[config.mk]
export PLATFORM = sky130hd
export DESIGN_NAME = quad_lane_framer
export DESIGN_NICKNAME = d
export VERILOG_FILES = /design/src/rtl/framer_pkg.sv /design/src/rtl/sample_delay_line.sv /design/src/rtl/lane_encoder.sv /design/src/rtl/lane_serializer.sv /design/src/rtl/frame_ctrl.sv /design/src/rtl/quad_lane_framer.sv
export SDC_FILE = /design/constraint.sdc
export NUM_CORES = 1
export LEC_CHECK = 0
export ABC_AREA = 1
export BUFFER_PORTS_ARGS = -buffer_cell sky130_fd_sc_hd__buf_2
export CAP_MARGIN = 20
export CELL_PAD_IN_SITES_DETAIL_PLACEMENT = 1
export CELL_PAD_IN_SITES_GLOBAL_PLACEMENT = 1
export CORE_ASPECT_RATIO = 0.75
export CORE_UTILIZATION = 40
export DETAILED_ROUTE_END_ITERATION = 10
export PLACE_DENSITY_LB_ADDON = 0.25
export REMOVE_ABC_BUFFERS = 1
export SLEW_MARGIN = 20
export SYNTH_ARGS = -nofsm -noshare
export SYNTH_HDL_FRONTEND = slang
export SYNTH_SLANG_ARGS = --single-unit
[constraint.sdc]
create_clock -name clk -period 3.24 [get_ports clk]
set_input_delay 0 -clock clk [delete_from_list [all_inputs] [get_ports clk]]
set_output_delay 0 -clock clk [all_outputs]
set_load 0.02 [all_outputs]
[src/rtl/framer_pkg.sv]
package framer_pkg;

    typedef enum logic [2:0] {
        FS_IDLE,
        FS_RUN,
        FS_HOLD,
        FS_RESYNC,
        FS_SLEEP
    } frm_state_t;

endpackage

[src/rtl/sample_delay_line.sv]
module sample_delay_line #(
    parameter int LANES    = 4,
    parameter int SAMPLE_W = 8,
    parameter int DEPTH    = 6
) (
    input  logic                        clk,
    input  logic                        rst_n,
    input  logic                        adv,
    input  logic [LANES*SAMPLE_W-1:0]   din,
    output logic [LANES*SAMPLE_W-1:0]   dout
);
    localparam int BUS_W = LANES * SAMPLE_W;

    logic [BUS_W-1:0] stage [DEPTH];

    // Oldest stage feeds the serializers; it is read before this edge's shift.
    always_ff @(posedge clk or negedge rst_n) begin
        if (!rst_n) begin
            for (int i = 0; i < DEPTH; i++) stage[i] <= '0;
        end else if (adv) begin
            stage[0] <= din;
            for (int i = 1; i < DEPTH; i++) stage[i] <= stage[i-1];
        end
    end

    assign dout = stage[DEPTH-1];

endmodule

[src/rtl/lane_encoder.sv]
module lane_encoder #(
    parameter int                    SAMPLE_W  = 8,
    parameter logic [SAMPLE_W-1:0]   TEST_WORD = 8'hC0
) (
    input  logic [SAMPLE_W-1:0] raw,
    input  logic                twos,
    input  logic                test_en,
    output logic [SAMPLE_W-1:0] coded
);
    always_comb begin
        if (test_en) begin
            coded = TEST_WORD;
        end else begin
            coded = {raw[SAMPLE_W-1] ^ twos, raw[SAMPLE_W-2:0]};
        end
    end

endmodule

[src/rtl/lane_serializer.sv]
module lane_serializer #(
    parameter int SAMPLE_W = 8
) (
    input  logic                clk,
    input  logic                rst_n,
    input  logic                load,
    input  logic                shift_en,
    input  logic [SAMPLE_W-1:0] din,
    output logic                sout
);
    logic [SAMPLE_W-1:0] shreg;

    always_ff @(posedge clk or negedge rst_n) begin
        if (!rst_n) begin
            shreg <= '0;
        end else if (load) begin
            shreg <= din;
        end else if (shift_en) begin
            shreg <= {shreg[SAMPLE_W-2:0], 1'b0};
        end
    end

    assign sout = shreg[SAMPLE_W-1];

endmodule

[src/rtl/frame_ctrl.sv]
module frame_ctrl
    import framer_pkg::*;
#(
    parameter int SAMPLE_W = 8,
    parameter int GUARD    = 4
) (
    input  logic clk,
    input  logic rst_n,
    input  logic tick,
    input  logic lock,
    input  logic pd,
    output logic load,
    output logic shift_en,
    output logic fclk,
    output logic dclk,
    output logic oe
);
    localparam int CNT_W  = $clog2(SAMPLE_W);
    localparam int WAIT_W = $clog2(GUARD + 1);
    localparam logic [CNT_W-1:0]  HALF_BYTE = CNT_W'(SAMPLE_W / 2);
    localparam logic [WAIT_W-1:0] WAIT_MAX  = WAIT_W'(GUARD);
    localparam logic [WAIT_W-1:0] WAIT_OK   = WAIT_W'(GUARD - 1);

    frm_state_t         state, nxt;
    logic [CNT_W-1:0]   bit_cnt;
    logic [WAIT_W-1:0]  wait_cnt;
    logic               dclk_q;
    logic               guard_ok;

    assign guard_ok = (wait_cnt >= WAIT_OK);

    // State register
    always_ff @(posedge clk or negedge rst_n) begin
        if (!rst_n) state <= FS_IDLE;
        else        state <= nxt;
    end

    // Next state and per-edge strobes
    always_comb begin
        nxt      = state;
        load     = 1'b0;
        shift_en = 1'b0;
        if (pd) begin
            nxt = FS_SLEEP;
        end else begin
            unique case (state)
                FS_IDLE: begin
                    if (lock && tick) begin
                        nxt  = FS_RUN;
                        load = 1'b1;
                    end
                end
                FS_RUN: begin
                    if (!lock)     nxt      = FS_HOLD;
                    else if (tick) load     = 1'b1;
                    else           shift_en = 1'b1;
                end
                FS_HOLD: begin
                    if (lock) nxt = FS_RESYNC;
                end
                FS_RESYNC: begin
                    if (!lock) begin
                        nxt = FS_HOLD;
                    end else if (tick && guard_ok) begin
                        nxt  = FS_RUN;
                        load = 1'b1;
                    end
                end
                FS_SLEEP: nxt = FS_IDLE;
                default:  nxt = FS_IDLE;
            endcase
        end
    end

    // Bit position, DDR clock and resync guard counter
    always_ff @(posedge clk or negedge rst_n) begin
        if (!rst_n) begin
            bit_cnt  <= '0;
            dclk_q   <= 1'b0;
            wait_cnt <= '0;
        end else begin
            if (load)          bit_cnt <= '0;
            else if (shift_en) bit_cnt <= bit_cnt + 1'b1;

            if (load || shift_en) dclk_q <= ~dclk_q;

            if (state != FS_RESYNC)     wait_cnt <= '0;
            else if (wait_cnt != WAIT_MAX) wait_cnt <= wait_cnt + 1'b1;
        end
    end

    // Outputs
    always_comb begin
        fclk = (state == FS_RUN) && (bit_cnt < HALF_BYTE);
        dclk = dclk_q;
        oe   = (state != FS_SLEEP);
    end

endmodule

[src/rtl/quad_lane_framer.sv]
module quad_lane_framer #(
    parameter int                    LANES     = 4,
    parameter int                    SAMPLE_W  = 8,
    parameter int                    LATENCY   = 6,
    parameter int                    GUARD     = 4,
    parameter logic [SAMPLE_W-1:0]   TEST_WORD = 8'hC0
) (
    input  logic                       clk,
    input  logic                       rst_n,
    input  logic                       sample_tick,
    input  logic [LANES*SAMPLE_W-1:0]  sample_word,
    input  logic                       fmt_twos,
    input  logic                       test_pat_en,
    input  logic                       pwr_down,
    input  logic                       pll_locked,
    output logic [LANES-1:0]           lane_data,
    output logic                       lane_oe,
    output logic                       dclk,
    output logic                       fclk
);
    localparam int BUS_W = LANES * SAMPLE_W;

    logic [BUS_W-1:0] delayed;
    logic             load;
    logic             shift_en;

    sample_delay_line #(
        .LANES(LANES), .SAMPLE_W(SAMPLE_W), .DEPTH(LATENCY)
    ) u_delay (
        .clk(clk), .rst_n(rst_n), .adv(sample_tick),
        .din(sample_word), .dout(delayed)
    );

    frame_ctrl #(
        .SAMPLE_W(SAMPLE_W), .GUARD(GUARD)
    ) u_ctrl (
        .clk(clk), .rst_n(rst_n), .tick(sample_tick), .lock(pll_locked),
        .pd(pwr_down), .load(load), .shift_en(shift_en),
        .fclk(fclk), .dclk(dclk), .oe(lane_oe)
    );

    generate
        for (genvar g = 0; g < LANES; g++) begin : g_lane
            logic [SAMPLE_W-1:0] coded;

            lane_encoder #(
                .SAMPLE_W(SAMPLE_W), .TEST_WORD(TEST_WORD)
            ) u_enc (
                .raw(delayed[g*SAMPLE_W +: SAMPLE_W]), .twos(fmt_twos),
                .test_en(test_pat_en), .coded(coded)
            );

            lane_serializer #(
                .SAMPLE_W(SAMPLE_W)
            ) u_ser (
                .clk(clk), .rst_n(rst_n), .load(load), .shift_en(shift_en),
                .din(coded), .sout(lane_data[g])
            );
        end
    endgenerate

endmodule

# After elaboration in Yosys (flattened, before gate mapping)
# Index checks and enable logic that the tools add are counted.
# word_totals
regBits	234
ramBits	0
latchBits	0
mem_bits_ro	0
out_inout_bits	7
n_memories	0
input_bits	39
# classes
eq_ne	10
n_lt_le_gt_ge	2
shift	0
div_mod_pow	0
n_mux	34
add_sub_neg	2
n_mul	0
n_bitwise	5
n_reduce_logical	8
# ops
op	count
2-to-1 mux 8 bit	12
2-to-1 mux 3 bit	10
inequality test 3 bit (second input constant)	4
case mux 3 bit (4 select lines)	1
2-to-1 mux 1 bit	10
adder 3 x 1 -> 3 bit (second input constant)	2
equality test 3 x 2 -> 1 bit (second input constant)	2
inequality test 3 x 2 -> 1 bit (second input constant)	2
inequality test 4 x 3 -> 1 bit (second input constant)	1
AND reduction 4 bit	1
nonzero test 2 bit	2
XOR 1 bit	4
equality test 3 x 1 -> 1 bit (second input constant)	1
greater-or-equal comparator 3 x 2 -> 1 bit (second input constant)	1
logical AND 1 bit	3
logical NOT 3 bit	1
less-than comparator 3 bit (second input constant)	1
case mux 1 bit (3 select lines)	1
logical OR 1 bit	1
inverter 1 bit	1

# Longest topological paths before layout
# depth
ltp_word	7
mapped_depth	12
depth_no_buf	11

# By module
# From an unflattened synthesis, not the netlist that was laid out.
# hier_totals
hier_cells	1175
area_unflattened_um2	9880.7
# by_module_without_submodules
mod	n_inst	seq_area_each_um2	area_each_um2	cells_per_inst
sample_delay_line	1	4804.6	7419.6	843
lane_serializer	4	200.2	376.6	43
frame_ctrl	1	250.2	634.4	80
lane_encoder	4	0.0	80.1	20

# Least setup slack after synthesis
# No wires, ideal clock.
# synth_timing
kind	register to register
startpoint	register u_ctrl.wait_cnt[0]
endpoint	register g_lane[1].u_ser.shreg[1]
stages_incl_launch_ff	11
arrival_ps	1623
required_time_ps	3174
setup_slack_ps	1551
path_cell_list	dfrtp_1 > ha_1 > ha_1 > nor2_1 > nand2_1 > nand2_1 > nand2_2 > nand2_4 > clkbuf_1 > nand3_1 > nand2_1
# synth_via
elab_chain_len	7
elab_cells_between_ends	8
cone_classes	1 x order compare; 5 x mux; 2 x reduce/logical
# synth_lines
item	line_no	rtl
start, declared	frame_ctrl.sv:26	logic [WAIT_W-1:0] wait_cnt;
start signal, assigned	frame_ctrl.sv:88	else if (wait_cnt != WAIT_MAX) wait_cnt <= wait_cnt + 1'b1;
greater-or-equal comparator 3 x 2 -> 1 bit (*)	frame_ctrl.sv:30	assign guard_ok = (wait_cnt >= WAIT_OK);
logical AND 1 bit (*)	frame_ctrl.sv:64	end else if (tick && guard_ok) begin
2-to-1 mux 1 bit (*)	frame_ctrl.sv:64	
2-to-1 mux 1 bit (*)	frame_ctrl.sv:62	if (!lock) begin
case mux 1 bit (3 select lines) (*)	frame_ctrl.sv:46	unique case (state)
2-to-1 mux 1 bit (*)	frame_ctrl.sv:43	if (pd) begin
2-to-1 mux 8 bit / nonzero test 2 bit (equally long branches)	-	
end signal, assigned	lane_serializer.sv:17	shreg <= din;
end signal, assigned	lane_serializer.sv:19	shreg <= {shreg[SAMPLE_W-2:0], 1'b0};
end, declared	lane_serializer.sv:11	logic [SAMPLE_W-1:0] shreg;
# Every way passes the cells marked *; elsewhere a longest branch is shown, timed or not.
# A chain may end at the register's enable or synchronous reset.

# Worst setup path in the final report
# layout_timing
startpoint	register u_ctrl.wait_cnt[0]
endpoint	register g_lane[2].u_ser.shreg[5]
# layout_via
elab_chain_len	7
elab_cells_between_ends	8
cone_classes	1 x order compare; 5 x mux; 2 x reduce/logical
# layout_lines
item	line_no
greater-or-equal comparator 3 x 2 -> 1 bit (*)	frame_ctrl.sv:30
logical AND 1 bit (*)	frame_ctrl.sv:64
2-to-1 mux 1 bit (*)	frame_ctrl.sv:64
2-to-1 mux 1 bit (*)	frame_ctrl.sv:62
case mux 1 bit (3 select lines) (*)	frame_ctrl.sv:46
2-to-1 mux 1 bit (*)	frame_ctrl.sv:43
2-to-1 mux 8 bit / nonzero test 2 bit (equally long branches)	-
end signal, assigned	lane_serializer.sv:17
end signal, assigned	lane_serializer.sv:19
end, declared	lane_serializer.sv:11
# Marks and branches as above.

==> key figures <==
Outcome
  – Outcome: finished clean

Timing
  – Fmax: 436 MHz
  – Final hold viol count: 0
  – Final hold slack: 0.0804 ns
  – Fin. max-slew vios: 0
  – Minimum clock period: 2.30 ns
  – RSZ-0062 raised after global routing: no
  – Final setup viols: 0
  – Final Skew: 0.00751 ns
  – Worst slew pin tran: 0.896 ns
  – Final WS setup: 0.944 ns
  – Slew Limit Headroom: 40.3%
  – Final worst path period share: 70.9%

Power and ir drop
  – Pwr Density: 629 nW/um^2
  – P_leak: 5.59 nW
  – Sw Ratio: 25.6%
  – Sequential power share: 50.0%
  – Sw power: 1.79 mW
  – Peak supply drop: 0.313 mV
  – Int Pwr: 5.21 mW
  – Clk pwr share: 39.3%
  – Logic pwr share: 10.8%

Critical path
  – CP max FO: 44
  – Setup Crit Path Kind: register to register
  – Worst EP required: 3.64 ns
  – Worst Setup End Kind: register
  – Worst setup SP type: register
  – CP arrival: 2.69 ns

Global routing
  – Vias in the first global route: 7,268
  – Largest net degree at the start of global routing: 189
  – Initial antenna violation count: 0
  – GR Overflow Total: 0
  – First-pass GRT wire length: 35.0 mm
  – Gr usage total: 17.2%

Placement
  – Pre-CTS setup slack: 0.974 ns
  – DP Wirelength: 11.0 mm
  – Cell area after placement: 9970 um^2
  – Placer Congestion: 0.829
  – PortBufs: 45

Route
  – Initial DRC count: 389
  – WL final: 19.7 mm
  – Via density: 4.79
  – DRC violations left: 0
  – Number of nets with antenna violations after routing: 0
  – Vias post-DR: 6,982
  – DRT Pass-1 Iters: 6
  – Drt wl/cell: 13.5 um

Floorplan
  – Die area: 24,500 um^2
  – Die W: 180 um
  – Core area: 23,200 um^2
  – Die Y: 136 um
  – Initial Util: 41.1%
  – Rows: 48
  – Ports: 46

Clock network
  – Clock latency on the worst-skew pair: 0.51 ns
  – Longest Clk Path Bufs: 3
  – Clock Pin Slew Worst Setup and Hold Paths: 0.06 ns
  – Post-CTS Resized: 0
  – Num CTS Buffers: 25
  – Htree depth: 1
  – Hold Buf Count CTS: 37
  – Clock root buffer: clkbuf_16
  – Post-CTS Setup Bufs: 0
  – CTS tree: yes
  – CTS Sinks: 234

Synthesis
  – Seq/Total Area, Yosys: 61.3%
  – Syn Std Cell Area: 9550 um^2
  – Ys async rst share: 100%
  – Main synth FF type: dfrtp_1
  – Ranking of synthesized cells by area: dfrtp_1 (61%), nand2_1 (16%), o21ai_0 (8.2%)
  – Post-synth top cells: nand2_1 (400), dfrtp_1 (234), o21ai_0 (157)
  – Post-synth EDFFs: 0
  – Yosys warnings: 0
  – Largest area contributor in the netlist: dfrtp_1
  – Top cell type's share of synthesized area: 61.3%
  – Count leader, synth: nand2_1
  – Post-Syn Instances: 1,091
  – Synth unique cells: 24
  – Seq cells post-synth: 234
  – Mean Syn Cell Area: 8.75 um^2

Finish
  – Area Growth Syn to Fin: 16.6%
  – Final Cell Area: 11,100 um^2
  – Share of layout cells above drive strength 1: 8.81%
  – N_diodes: 0
  – Nets: 1,183

Worst hold path
  – Min-Delay Path Class: input pin to register

Run
  – Max-Cap Viols: 0
per-stage QoR:
stage	power, mW	std cells	util, %	setup TNS, ns
floorplan	3.96	1022	-	-24.64
finish	7.00	1458	47.9	0
global placement	4.24	1376	42.9	0
global route	7.41	1458	47.9	0
detailed placement	4.29	1376	42.9	0
CTS	7.14	1458	47.9	0
final timing paths:
path | slack (ns) | endpoint | cells after the start | from
worst max-delay path | 0.94 | g_lane[2].u_ser.shreg[5] | 10 | u_ctrl.wait_cnt[0]
worst min-delay path | 0.08 | u_ctrl.state[0] | 7 | pll_locked
worst max register to register | 0.94 | g_lane[2].u_ser.shreg[5] | 10 | u_ctrl.wait_cnt[0]
worst min register to register | 0.47 | u_delay.stage[73] | 2 | u_delay.stage[73]
max in group asynchronous | 2.32 | u_delay.dout[4] | 3 | rst_n
min in group asynchronous | 0.15 | u_delay.stage[145] | 2 | rst_n
registers in the layout, indices dropped and copies added, names as in the netlist:
signal	count
u_ctrl.bit_cnt	3
u_ctrl.dclk	1
u_delay.stage	160
u_delay.dout	32
g_lane.u_ser.shreg	32
u_ctrl.wait_cnt	3
u_ctrl.state	3
placed cells by master (no fill, tap or decap):
cell,synthesis,layout
nor2_1,25,25
buf_8,0,1
ha_1,4,4
nand3_1,65,65
nor4_1,1,1
nor2_4,1,1
buf_12,0,5
xnor2_1,4,4
o21ai_0,157,157
buf_2,33,43
clkinv_2,0,6
nand4_2,1,1
nand2_2,3,3
inv_1,108,107
nand3b_1,1,1
dfrtp_1,234,234
inv_4,0,1
buf_6,0,1
a21oi_1,4,4
buf_4,8,4
clkbuf_1,25,5
nand4_1,8,8
nand2_4,1,1
dlygate4sd3_1,0,37
clkbuf_8,0,9
inv_2,1,1
nand2_1,400,400
xor2_1,1,1
clkbuf_16,0,25
o31ai_1,1,1
nor3_1,2,2
power by group through the flow:
stage	combinational [mW]	sequential, mW	clock (mW)
final	0.755	3.50	2.75
after floorplan	0.440	3.52	0
after CTS	0.779	3.50	2.85
after global placement	0.702	3.54	0
after global routing	0.904	3.55	2.96
after detailed placement	0.735	3.55	0
routing by layer:
layer | up-vias | wire length, um | part of all wire [%] | global-route usage (%)
met1 | 3380 | 9920 | 50 | 24.3
met3 | 31 | 687 | 3.5 | 3.05
met2 | 79 | 8780 | 45 | 27.8
met4 | 0 | 301 | 1.5 | 3.66
met5 | - | 0 | 0 | 0
li1 | 3492 | - | - | -
worst max-delay path, cell delays in order (launching register included):
cell and delay [ns]:
dfrtp_1 0.42, ha_1 0.22, ha_1 0.18, nor2_1 0.11, nand2_1 0.08, nand2_1 0.08
nand2_2 0.08, nand2_4 0.35, nand2_2 0.39, nand2_1 0.18, nand2_1 0.06
area by class of cell:
class,instances,area [um^2]
timing repair buffer,91,742
tap,300,375
inverter,109,412
clock buffer,39,768
multi-input combinational,679,2960
sequential,234,5860
fill,2706,12100
clock inverter,6,30.0
cell families (layout without fill, tap and decap cells):
family | after synthesis | count (layout) | synth area share (%)
XOR/XNOR | 5 | 5 | 0.459
AND/OR/NAND/NOR | 508 | 508 | 21.4
adder cells (fa/ha/maj) | 4 | 4 | 0.524
flip-flops | 234 | 234 | 61.3
buffers and inverters | 178 | 245 | 7.74
AO/OA/AOI/OAI | 162 | 162 | 8.52
Power figures use the tool's default switching activity.
